===== src/rtl/scan_shift_pkg.sv =====
package scan_shift_pkg;

    typedef enum logic {
        S_IDLE  = 1'b0,
        S_SHIFT = 1'b1
    } scan_state_t;

    typedef struct packed {
        logic rx_on;   // bit 1: inbound shifter enable
        logic tx_on;   // bit 0: outbound shifter enable
    } scan_mode_t;

endpackage


===== src/rtl/scan_shift_ctrl.sv =====
module scan_shift_ctrl
    import scan_shift_pkg::*;
#(
    parameter int DATA_W = 8
) (
    input  logic       clk,
    input  logic       rst_n,
    input  logic       mode_we,
    input  logic [1:0] mode_wdata,
    input  logic       tx_act,
    input  logic       rx_act,
    output logic       run,
    output logic       last,
    output scan_mode_t mode,
    output logic       mode_err
);
    localparam int CNT_W = $clog2(DATA_W);
    localparam logic [CNT_W-1:0] LAST_POS = CNT_W'(DATA_W - 1);

    scan_state_t state, state_nx;
    logic [CNT_W-1:0] cnt;
    scan_mode_t mode_q;
    logic err_q;

    // state register, bit counter, mode register
    always_ff @(posedge clk or negedge rst_n) begin
        if (!rst_n) begin
            state  <= S_IDLE;
            cnt    <= '0;
            mode_q <= '0;
            err_q  <= 1'b0;
        end else begin
            state <= state_nx;
            if (state == S_SHIFT)
                cnt <= last ? '0 : cnt + CNT_W'(1);
            if (mode_we) begin
                if (state == S_IDLE) mode_q <= scan_mode_t'(mode_wdata);
                else                 err_q  <= 1'b1;
            end
        end
    end

    // next state and outputs
    always_comb begin
        state_nx = state;
        run      = 1'b0;
        last     = 1'b0;
        unique case (state)
            S_IDLE: begin
                if (tx_act || rx_act) state_nx = S_SHIFT;   // start
            end
            S_SHIFT: begin
                run  = 1'b1;
                last = (cnt == LAST_POS);
                if (last) state_nx = S_IDLE;                // wrap
            end
            default: state_nx = S_IDLE;
        endcase
    end

    assign mode     = mode_q;
    assign mode_err = err_q;

    p_cnt_idle_r6: assert property (@(posedge clk) disable iff (!rst_n)
        (state == S_IDLE) |-> (cnt == '0))
        else $error("counter not at byte boundary while idle");

    p_mode_hold_r7: assert property (@(posedge clk) disable iff (!rst_n)
        (state == S_SHIFT) |=> $stable(mode_q))
        else $error("mode changed while shifting");

    p_err_sticky_r7: assert property (@(posedge clk) disable iff (!rst_n)
        err_q |=> err_q)
        else $error("mode error flag cleared");

    p_shift_work_r8: assert property (@(posedge clk) disable iff (!rst_n)
        (state == S_SHIFT) |-> (tx_act || rx_act))
        else $error("shifting with no active shifter");

endmodule


===== src/rtl/scan_shift_tx.sv =====
module scan_shift_tx #(
    parameter int DATA_W = 8
) (
    input  logic              clk,
    input  logic              rst_n,
    input  logic              en,
    input  logic              run,
    input  logic              last,
    input  logic              load_valid,
    input  logic [DATA_W-1:0] load_data,
    output logic              ready,
    output logic              active,
    output logic              bit_out
);
    logic [DATA_W-1:0] sr;
    logic              full;

    always_ff @(posedge clk or negedge rst_n) begin
        if (!rst_n) begin
            sr   <= '0;
            full <= 1'b0;
        end else if (load_valid && !full) begin
            sr   <= load_data;
            full <= 1'b1;
        end else if (run && active) begin
            sr <= {1'b0, sr[DATA_W-1:1]};
            if (last) full <= 1'b0;
        end
    end

    assign ready   = !full;
    assign active  = en && full;
    assign bit_out = sr[0];

    p_ready_busy_r9: assert property (@(posedge clk) disable iff (!rst_n)
        (!ready && !(run && active && last)) |=> !ready)
        else $error("outbound buffer released early");

    p_drain_r9: assert property (@(posedge clk) disable iff (!rst_n)
        (run && active && last) |=> ready)
        else $error("outbound buffer not released at boundary");

endmodule


===== src/rtl/scan_shift_rx.sv =====
module scan_shift_rx #(
    parameter int DATA_W = 8
) (
    input  logic              clk,
    input  logic              rst_n,
    input  logic              en,
    input  logic              run,
    input  logic              last,
    input  logic              sin,
    input  logic              rd,
    output logic [DATA_W-1:0] data,
    output logic              avail,
    output logic              active
);
    logic [DATA_W-1:0] sr;
    logic [DATA_W-1:0] sr_nx;

    assign sr_nx  = {sin, sr[DATA_W-1:1]};
    assign active = en && !avail;

    always_ff @(posedge clk or negedge rst_n) begin
        if (!rst_n) begin
            sr    <= '0;
            data  <= '0;
            avail <= 1'b0;
        end else begin
            if (run && active) begin
                sr <= sr_nx;
                if (last) begin
                    data  <= sr_nx;
                    avail <= 1'b1;
                end
            end
            if (rd && avail) avail <= 1'b0;
        end
    end

    p_avail_clear_r5: assert property (@(posedge clk) disable iff (!rst_n)
        (rd && avail) |=> !avail)
        else $error("read did not clear data-available");

    p_hold_data_r5: assert property (@(posedge clk) disable iff (!rst_n)
        (avail && !rd) |=> $stable(data))
        else $error("inbound byte overwritten while unread");

endmodule


===== src/rtl/scan_shift_gate.sv =====
module scan_shift_gate (
    input  logic clk,
    input  logic rst_n,
    input  logic run,
    input  logic tx_act,
    input  logic tx_bit,
    output logic tck,
    output logic tdo
);
    logic gate_q;
    logic tdo_q;

    // falling-edge flops: glitch-free gate and serial output timing
    always_ff @(negedge clk or negedge rst_n) begin
        if (!rst_n) begin
            gate_q <= 1'b0;
            tdo_q  <= 1'b1;
        end else begin
            gate_q <= run;
            tdo_q  <= tx_act ? tx_bit : 1'b1;
        end
    end

    assign tck = clk & gate_q;
    assign tdo = tdo_q;

    p_gate_run_r2: assert property (@(posedge clk) disable iff (!rst_n)
        gate_q == run)
        else $error("test clock pulse without a shift cycle");

endmodule


===== src/rtl/scan_byte_shifter.sv =====
module scan_byte_shifter
    import scan_shift_pkg::*;
#(
    parameter int DATA_W = 8
) (
    input  logic              clk,
    input  logic              rst_n,
    input  logic              mode_we,
    input  logic [1:0]        mode_wdata,
    input  logic              tx_valid,
    input  logic [DATA_W-1:0] tx_data,
    output logic              tx_ready,
    input  logic              rx_rd,
    output logic [DATA_W-1:0] rx_data,
    output logic              rx_avail,
    input  logic              tdi,
    output logic              tdo,
    output logic              tck,
    output logic              mode_err
);
    scan_mode_t mode;
    logic run, last;
    logic tx_act, rx_act, tx_bit;

    scan_shift_ctrl #(.DATA_W(DATA_W)) u_ctrl (
        .clk(clk), .rst_n(rst_n),
        .mode_we(mode_we), .mode_wdata(mode_wdata),
        .tx_act(tx_act), .rx_act(rx_act),
        .run(run), .last(last),
        .mode(mode), .mode_err(mode_err)
    );

    scan_shift_tx #(.DATA_W(DATA_W)) u_tx (
        .clk(clk), .rst_n(rst_n),
        .en(mode.tx_on), .run(run), .last(last),
        .load_valid(tx_valid), .load_data(tx_data),
        .ready(tx_ready), .active(tx_act), .bit_out(tx_bit)
    );

    scan_shift_rx #(.DATA_W(DATA_W)) u_rx (
        .clk(clk), .rst_n(rst_n),
        .en(mode.rx_on), .run(run), .last(last),
        .sin(tdi), .rd(rx_rd),
        .data(rx_data), .avail(rx_avail), .active(rx_act)
    );

    scan_shift_gate u_gate (
        .clk(clk), .rst_n(rst_n),
        .run(run), .tx_act(tx_act), .tx_bit(tx_bit),
        .tck(tck), .tdo(tdo)
    );

endmodule


===== config.mk =====
export PLATFORM = sky130hd
export DESIGN_NAME = scan_byte_shifter
export DESIGN_NICKNAME = d
export VERILOG_FILES = /design/src/rtl/scan_shift_pkg.sv /design/src/rtl/scan_shift_ctrl.sv /design/src/rtl/scan_shift_tx.sv /design/src/rtl/scan_shift_rx.sv /design/src/rtl/scan_shift_gate.sv /design/src/rtl/scan_byte_shifter.sv
export SDC_FILE = /design/constraint.sdc
export NUM_CORES = 1
export LEC_CHECK = 0
export BUFFER_PORTS_ARGS = -buffer_cell sky130_fd_sc_hd__buf_2
export CAP_MARGIN = 20
export CORE_MARGIN = 3
export CORE_UTILIZATION = 50
export CTS_CLUSTER_DIAMETER = 200
export DETAILED_ROUTE_END_ITERATION = 12
export PLACE_DENSITY = 0.73
export SKIP_CTS_REPAIR_TIMING = 1
export SLEW_MARGIN = 10
export SYNTH_ARGS = -nofsm -noshare
export SYNTH_HDL_FRONTEND = slang
export SYNTH_SLANG_ARGS = --single-unit

===== constraint.sdc =====
create_clock -name clk -period 1.55 [get_ports clk]
set_input_delay 0.0775 -clock clk [delete_from_list [all_inputs] [get_ports clk]]
set_output_delay 0.0775 -clock clk [all_outputs]
set_load 0.02 [all_outputs]

==> results of run 1 <==
-- power groups by stage --
| stage | logic (mW) | registers [mW] | clock network (mW) |
|---|---|---|---|
| after floorplan | 1.15 | 1.64 | 0.0631 |
| after global placement | 1.51 | 1.52 | 0.0844 |
| after detailed placement | 1.57 | 1.54 | 0.0844 |
| after CTS | 1.57 | 1.53 | 0.638 |
| after global routing | 1.79 | 1.60 | 0.768 |
| final | 1.62 | 1.54 | 0.685 |
-- cells in the mapped netlist (all sizes together) --
master	n	share of area, %
o21ai	1	0.33
dfstp	1	1.7
nand4b	8	5.6
and3	1	0.74
dfrtp	32	53
nand2	2	0.49
dfrtn	1	1.6
inv	5	1.2
nand2b	1	0.41
and2b	1	0.49
nand3b	2	1.2
and2	2	0.91
buf	7	4.4
nor2b	2	0.82
ha	2	1.6
o31ai	1	0.49
o311a	7	4.6
a31oi	1	0.41
mux2	19	14
o31a	1	0.58
o22ai	1	0.41
or3b	7	4.0
a21o	1	0.49
nor2	2	0.49
-- logic make-up after synthesis --
kind of cell / after synthesis
buffers and inverters: 12
AO/OA/AOI/OAI: 13
multiplexers: 19
AND/OR/NAND/NOR: 28
adder cells (fa/ha/maj): 2
flip-flops: 34
-- registers in the layout, indices dropped and copies added (netlist names) --
name	cells
u_rx.data	8
u_tx.sr	8
u_rx.sr	7
u_ctrl.cnt	3
u_ctrl.mode	2
u_ctrl.mode_err	1
u_ctrl.state	1
u_gate.gate_q	1
u_gate.tdo	1
u_rx.avail	1
u_tx.full	1
-- per-layer routing --
metal / track usage [%] / up-vias
met5: 0 / -
met4: 10.5 / 0
met3: 10.7 / 7
met2: 27.2 / 24
met1: 18.6 / 524
li1: - / 501
-- worst paths after layout --
path                                 start              end  slack (ns)
max                             u_gate.tdo              tdo       -0.43
min                             tx_data[5]       u_tx.sr[5]      -0.007
max reg2reg                  u_ctrl.cnt[0]     u_rx.data[2]        0.08
min reg2reg                u_ctrl.mode_err  u_ctrl.mode_err        0.48
max in group asynchronous            rst_n       u_gate.tdo        0.68
min in group asynchronous            rst_n       u_tx.sr[7]        0.23
-- layout make-up --
type                    instances  area [µm²]  share of cell area (%)
inverters                       4        15.0                   0.781
multi-input cells              63         603                    31.4
repair buffers                 47         329                    17.1
well taps                      31        38.8                    2.02
clock inverters                 3        13.8                   0.716
flip-flops and latches         34         852                    44.3
clock buffers                   9        71.3                    3.71
-- metrics by stage --
step | power, mW | hold slack [ns] | TNS, ns | utilization [%]
after floorplan | 2.86 | -0.218 | 0 | -
after global placement | 3.12 | 0.162 | 0 | 59.0
after detailed placement | 3.19 | 0.167 | 0 | 59.0
after CTS | 3.74 | -0.304 | -0.824 | 61.5
after global routing | 4.15 | -0.00616 | -0.880 | 68.0
final | 3.85 | -0.00676 | -0.778 | 68.0
-- cells in the final DEF, fill, tap and decap left out, types with 2 or more instances in the layout --
| master | instances |
|---|---|
| nor2_1 | 2 |
| buf_6 | 2 |
| buf_2 | 26 |
| clkbuf_4 | 8 |
| nor2b_1 | 2 |
| nand4b_1 | 7 |
| dlygate4sd3_1 | 15 |
| and2_4 | 2 |
| inv_1 | 5 |
| nand2_1 | 2 |
| or3b_1 | 6 |
| o311a_1 | 7 |
| buf_4 | 5 |
| mux2_2 | 19 |
| dfrtp_1 | 32 |
==> metrics.txt, run 1 <==
Max Used Layer=met4; CTS tree=yes; Routability Congestion=around 0.77; Sw Ratio=35.2%; adder and majority gate portion of the synthesized area=1.65%; largest net degree at the start of global routing=33; max-slew violations=0; Die X=between 60 and 70 µm; CP Max Fanout=1; Post-Syn Area=~1500 µm²; FP Rows=19; NumNets Final=178; VDD IR max=0.00108 V; DP Area=1670 µm²; Syn-to-layout area delta=26.6%; Synth Area in Simple Gates=between 10% and 20%; Worst Tran Pin Value=0.400 ns; IO Count=29; Crit path depth=1; sequential element share of the synthesized area=a little under three fifths; Leak Pwr=0.868 nW; clock network power share=17.8%; #FFs+latches synth=34; post-route cell area=1920 µm²; final setup vio count=3; drt wl/cell=15.3 µm; post-route ant nets=0; number of global-route vias before repair=1,026; PortBufs=28; die height=61.1 µm; vias per cell=5.53; Crit Path Category=flop to output port; skew final=0.0640 ns; xor-xnor portion of the synthesized cell area=0%; sw power=1.36 mW; Post-route DRC=0; overflow left after global routing=0; fill cell total of the finished layout=between 200 and 250; Final WS setup=-0.426 ns; part of the power in registers=roughly 40%; initial core utilization=between 50% and 60%; Metal-1 WL=between 1 and 1.5 mm; drt first pass iters=3; Synth Area in Compound Gates=7.33%; Hold Fails Final Rpt=1; Yosys cell types=29; Total Die Area=3740 µm²; max-cap viol count=0; layout cells sized above 1=44.4%; Warnings, synthesis=0; Total GRT Usage=17.7%; Pwr Density=roughly 2000 nW/µm²; total core area=2830 µm²; syn_area_per_cell=14.1 µm²; reg2reg path depth=4; CP Buf/Inv Count=1; worst path required time=approximately 1.5 ns; nature of the critical path endpoint=output port; pre-CTS setup slack=0.0406 ns; final cell count without fillers=around 190; Worst-Skew Late Latency=0.49 ns; outcome=complete, but fails checks; DRT Wirelength=2.92 mm; Vias=1,056; CP max stage cell=dfstp_2; Worst-path clk slew=0.10 ns; detailed router's first-iteration violation count=67; family with the most delay on the worst path=flip-flops; placed cells=165; Comb pwr share=42.1%; Final HPWL DP=roughly 1.8 mm; ant diodes=0; metal3 WL=152 µm; worst min-delay path class=input port to flop; arrival time worst endpoint=1.90 ns; multiplexer share of the synthesized area=14.1%; initial antenna violation count=0; Post-Synthesis Cells=108; Critical Path Source Type=flop; Hold Crit Depth=3; synthesized net count=126; largest family of logic cells by synthesized area=simple AND/OR/NAND/NOR gates; Slew HR=73.3%; critical path's largest stage delay=0.52 ns; first-pass GRT wire length=4.46 mm; crit-path cells=buf_6; wire length on met2=approximately 1.4 mm; WHS=-0.00676 ns; cell-internal power=roughly 2.5 mW; RSZ-0062 raised after global routing=true; failing checks=hold timing, setup timing
No activity file was read; power rests on OpenSTA's default activity.
==> inputs of run 2 (changes only) <==
REMOVE_ABC_BUFFERS = 1   (was unset)
==> run 2 against run 1 <==
  * The run still ends with hold timing, setup timing left
  * Sequential power hardly changed
  * Via count is 1.4% lower
  * Global-route usage is 1.1 points lower
  * Register-to-register slack hardly changed
  * Combinational power hardly changed
  * Final area is 1.2% higher
  * Power is 4.5% higher
  * Clock-buffer cell count stayed put
  * Final cell count stayed put
==> metrics.txt, run 2 (synthesis gave the netlist of run 1 again) <==
Crit path depth=1 (unchanged); initial antenna violation count=0 (unchanged); max-slew violations=0 (unchanged); Hold Crit Depth=3 (unchanged); drt wl/cell=14.2 µm (-6.7%); arrival time worst endpoint=1.89 ns (about the same); Critical Path Source Type=flop; Post-route DRC=0 (unchanged); IO Count=29 (unchanged); commonest non-fill, non-tap cells in the layout=dfrtp_1 (32), buf_2 (26), mux2_2 (19); Worst-path clk slew=0.10 ns (about the same); reg2reg path depth=4 (unchanged); crit-path cells=buf_6; nature of the critical path endpoint=output port; final setup vio count=3 (unchanged); CP Buf/Inv Count=1 (unchanged); Final TNS setup=-0.807 ns (-0.0294 ns); Comb pwr share=39.6% (-2.5 points); DRT Wirelength=2.72 mm (-6.7%); first-pass GRT wire length=4.29 mm (-3.7%); Leak Pwr=0.872 nW (+0.53%); RSZ-0062 raised after global routing=true; PortBufs=28 (unchanged); WHS=-0.00271 ns (+0.00405 ns); Final HPWL DP=1.76 mm (-2.6%); placed cells=165 (unchanged); Worst-Skew Late Latency=0.49 ns (about the same); part of the power in registers=38.0% (-2.1 points); Pwr Density=2070 nW/µm² (+3.2%); total core area=2830 µm² (unchanged); CTS tree=yes; cell-internal power=2.66 mW (+6.6%); worst path required time=1.47 ns (about the same); Sw Ratio=33.9% (-1.3 points); largest net degree at the start of global routing=25 (-24%); CP max stage cell=dfstp_2; post-route ant nets=0 (unchanged); Total Die Area=3740 µm² (unchanged); Slew HR=80.2% (+6.8 points); Die X=61.1 µm (unchanged); failing checks=hold timing, setup timing; max-cap viol count=0 (unchanged); vias per cell=5.45 (-1.4%); Total GRT Usage=16.7% (-1.1 points); Worst Tran Pin Value=0.297 ns (-0.103 ns); VDD IR max=0.00131 V (+21%); Largest regs=u_rx.data (8), u_tx.sr (8), u_rx.sr (7); clock network power share=22.3% (+4.5 points); CP Max Fanout=1 (unchanged); skew final=0.0592 ns (-0.00475 ns); worst min-delay path class=input port to flop; Crit Path Category=flop to output port; final cell count without fillers=191 (unchanged); outcome=complete, but fails checks; die height=61.1 µm (unchanged); overflow left after global routing=0 (unchanged); family with the most delay on the worst path=flip-flops; number of global-route vias before repair=1,004 (-2.1%); ant diodes=0 (unchanged); layout cells sized above 1=45.0% (+0.63 points); FP Rows=19 (unchanged); Final WS setup=-0.420 ns (+0.00559 ns); initial core utilization=53.7% (unchanged); Syn-to-layout area delta=28.2%; Routability Congestion=0.762 (-1.1%); detailed router's first-iteration violation count=34 (-49%); critical path's largest stage delay=0.52 ns (about the same); NumNets Final=177 (-0.56%); sw power=1.37 mW (+0.64%); Vias=1,041 (-1.4%); most common cell after layout, fill and taps aside=dfrtp_1; Hold Fails Final Rpt=2 (+1); drt first pass iters=2 (-1)
## run 2: changes by cell type in the layout (fill, tap and decap cells not counted)
cell,change
bufinv_16,+1
and2_2,+1
clkinvlp_2,-1
clkinvlp_4,+2
dlygate4sd3_1,-1
clkinv_2,-1
and2_4,-1
## run 2: final cells by class
cell class              count  area [µm²]
clock buffers               9        71.3
well taps                  31        38.8
flip-flops and latches     34         852
multi-input cells          63         602
fillers                   214         882
repair buffers             46         319
inverters                   4        15.0
clock inverters             4        48.8
## run 2: metal layers
metal  wire [µm]  GRT usage, %
met1        1190          19.3
met2        1360          24.3
met5           0             0
met3         133          7.34
met4          38          12.4
## run 2: path summary, 6_finish.rpt
path                              endpoint  slack (ns)       startpoint
min in group asynchronous       u_tx.sr[1]        0.03            rst_n
max                                    tdo       -0.42       u_gate.tdo
max reg2reg                     u_tx.sr[7]        0.08        u_tx.full
min                             u_tx.sr[3]      -0.003       tx_data[3]
min reg2reg                u_ctrl.mode_err        0.46  u_ctrl.mode_err
max in group asynchronous       u_gate.tdo        0.53            rst_n
## run 2: power by group through the flow
stage / sequential, mW / combinational, mW / clock [mW]
final: 1.53 / 1.60 / 0.899
after CTS: 1.52 / 1.55 / 0.869
after floorplan: 1.73 / 0.906 / 0.0631
after global placement: 1.52 / 1.50 / 0.0844
after global routing: 1.59 / 1.75 / 0.986
after detailed placement: 1.54 / 1.55 / 0.0844
## run 2: tightest hold or removal path: stages
cell,delay [ns]
buf_2,0.07
or3b_1,0.09
o311a_1,0.15
## run 2: stage by stage
stage / area [µm²] / power (mW) / worst slack (ns) / util (%)
6_report: 1950 / 4.02 / -0.420 / 68.8
5_1_grt: 1950 / 4.33 / -0.462 / 68.8
4_1_cts: 1770 / 3.94 / -0.461 / 62.7
3_5_place_dp: 1670 / 3.17 / 0.0560 / 59.0
3_3_place_gp: 1670 / 3.10 / 0.0592 / 59.0
2_1_floorplan: 1450 / 2.70 / -0.120 / -
==> inputs of run 3 (changes only) <==
CORE_UTILIZATION = 40   (was 50)
CTS_CLUSTER_DIAMETER = 30   (was 200)
PLACE_DENSITY = unset   (was 0.73)
SETUP_SLACK_MARGIN = 0.2   (was unset)
==> run 3 against run 2 <==
  * The flow finishes with violations (setup timing)
  * Power rose by 13%
  * Via count rose by 0.67%
  * Register-to-register slack improved by 0.10 ns
  * Clock power rose by 28%
  * Die area rose by 22%
  * Routed wire length rose by 11%
  * Sequential share of layout area fell by 2.2 points
  * Combinational power rose by 14%
  * Sequential power barely moved
  * Largest power group unchanged
==> metrics.txt, run 3 (synthesis gave the netlist of run 1 again) <==
Crit path depth=1 (unchanged); skew final=0.0704 ns (+0.0111 ns); number of global-route vias before repair=1,080 (+7.6%); GR peak layer=met2; total power=4.53 mW (+13%); Post-route DRC=0 (unchanged); post-route ant nets=0 (unchanged); RSZ-0062 raised after global routing=true; detailed router's first-iteration violation count=51 (+50%); overflow left after global routing=0 (unchanged); final setup vio count=3 (unchanged); CTS tree=yes; Final HPWL DP=1.89 mm (+7.5%); Largest regs=u_rx.data (8), u_tx.sr (8), u_rx.sr (7); drt first pass iters=4 (+2); die height=67.6 µm (+11%); Syn-to-layout area delta=35.1%; CP Buf/Inv Count=1 (unchanged); Worst-Skew Late Latency=0.46 ns (-0.03 ns); commonest non-fill, non-tap cells in the layout=dfrtp_1 (32), buf_2 (26), mux2_2 (11); Final WS setup=-0.385 ns (+0.0354 ns); DRT Wirelength=3.01 mm (+11%); most common cell after layout, fill and taps aside=dfrtp_1; M1 GR Usage=17.4% (-1.9 points); Final TNS setup=-0.733 ns (+0.0743 ns); Routability Congestion=0.701 (-8.0%); Vias=1,048 (+0.67%); max-slew violations=0 (unchanged); arrival time worst endpoint=1.86 ns (-0.03 ns); largest net degree at the start of global routing=21 (-16%); Total Die Area=4570 µm² (+22%); failing checks=setup timing; nature of the critical path endpoint=output port; first-pass GRT wire length=4.84 mm (+13%); max-cap viol count=0 (unchanged); Worst-path clk slew=0.07 ns (-0.03 ns); IO Count=29 (unchanged); total core area=3490 µm² (+24%); initial core utilization=43.5% (-10 points); CP Max Fanout=1 (unchanged); critical path's largest stage delay=0.51 ns (about the same); ant diodes=0 (unchanged); NumNets Final=176 (-0.56%); outcome=complete, but fails checks; Core Util, Final=58.7% (-10 points); Total GRT Usage=14.9% (-1.7 points); VDD IR max=0.00128 V (-2.6%); layout cells sized above 1=50.3% (+5.3 points); CP max stage cell=dfstp_2; vias per cell=5.11 (-6.2%); family with the most delay on the worst path=flip-flops; FP Rows=21 (+2); Die X=67.6 µm (+11%); GR Layer Usage met2=21.7% (-2.6 points); PortBufs=28 (unchanged); worst min-delay path class=input port to flop; Crit Path Category=flop to output port; crit-path cells=buf_6; reg2reg path depth=2 (-2); met3 Track Usage GR=8.49% (+1.1 points); initial antenna violation count=0 (unchanged); Hold Fails Final Rpt=0 (-2); drt wl/cell=14.7 µm (+3.0%); Critical Path Source Type=flop; worst path required time=1.47 ns (about the same); Slew HR=81.2% (+1.0 points); Hold Crit Depth=3 (unchanged); Leak Pwr=0.939 nW (+7.7%); Worst Tran Pin Value=0.282 ns (-0.0151 ns); Pwr Density=2210 nW/µm² (+6.9%)
run 3: cell count changes in the layout (fill, tap and decap cells not counted), moves of 2 or more:
cell,before,now
clkbuf_4,8,0
clkbuf_8,0,8
mux2_2,19,11
mux2_4,0,8
dlygate4sd3_1,14,7
buf_4,5,9
buf_6,2,4
run 3: report_power, final:
part	leakage (nW)	internal (mW)	switching [mW]
logic	0.460	1.02	0.799
clock network	0.0880	0.728	0.423
registers	0.391	1.31	0.257
total	0.939	3.05	1.48
run 3: layout make-up:
type | instances | area [µm²]
Multi-Input combinational cell | 63 | 656
Timing Repair Buffer | 45 | 302
Sequential cell | 34 | 852
Clock inverter | 4 | 48.8
Fill cell | 288 | 1440
Tap cell | 46 | 57.6
Inverter | 4 | 15.0
Clock buffer | 9 | 121
run 3: through the flow:
stage,std cells,hold WS (ns),instance area [µm²],setup slack (ns)
floorplan,101,-0.218,1450,-0.120
global placement,181,0.114,1700,0.0580
detailed placement,181,0.103,1700,0.0563
CTS,192,-0.316,1850,-0.422
global route,205,0.0369,2050,-0.424
finish,205,0.0244,2050,-0.385
run 3: path summary, 6_finish.rpt:
path	from	endpoint	slack, ns
max	u_gate.tdo	tdo	-0.38
max reg2reg	u_ctrl.mode[0]	u_gate.tdo	0.18
max in group asynchronous	rst_n	u_gate.tdo	0.61
min	tx_valid	u_tx.full	0.02
min in group asynchronous	rst_n	u_tx.full	0.22
min reg2reg	u_ctrl.mode_err	u_ctrl.mode_err	0.48
run 3: metal layers:
| layer | up-vias | wire [µm] |
|---|---|---|
| li1 | 496 | - |
| met2 | 31 | 1390 |
| met1 | 516 | 1400 |
| met5 | - | 0 |
| met4 | 0 | 38 |
| met3 | 5 | 180 |
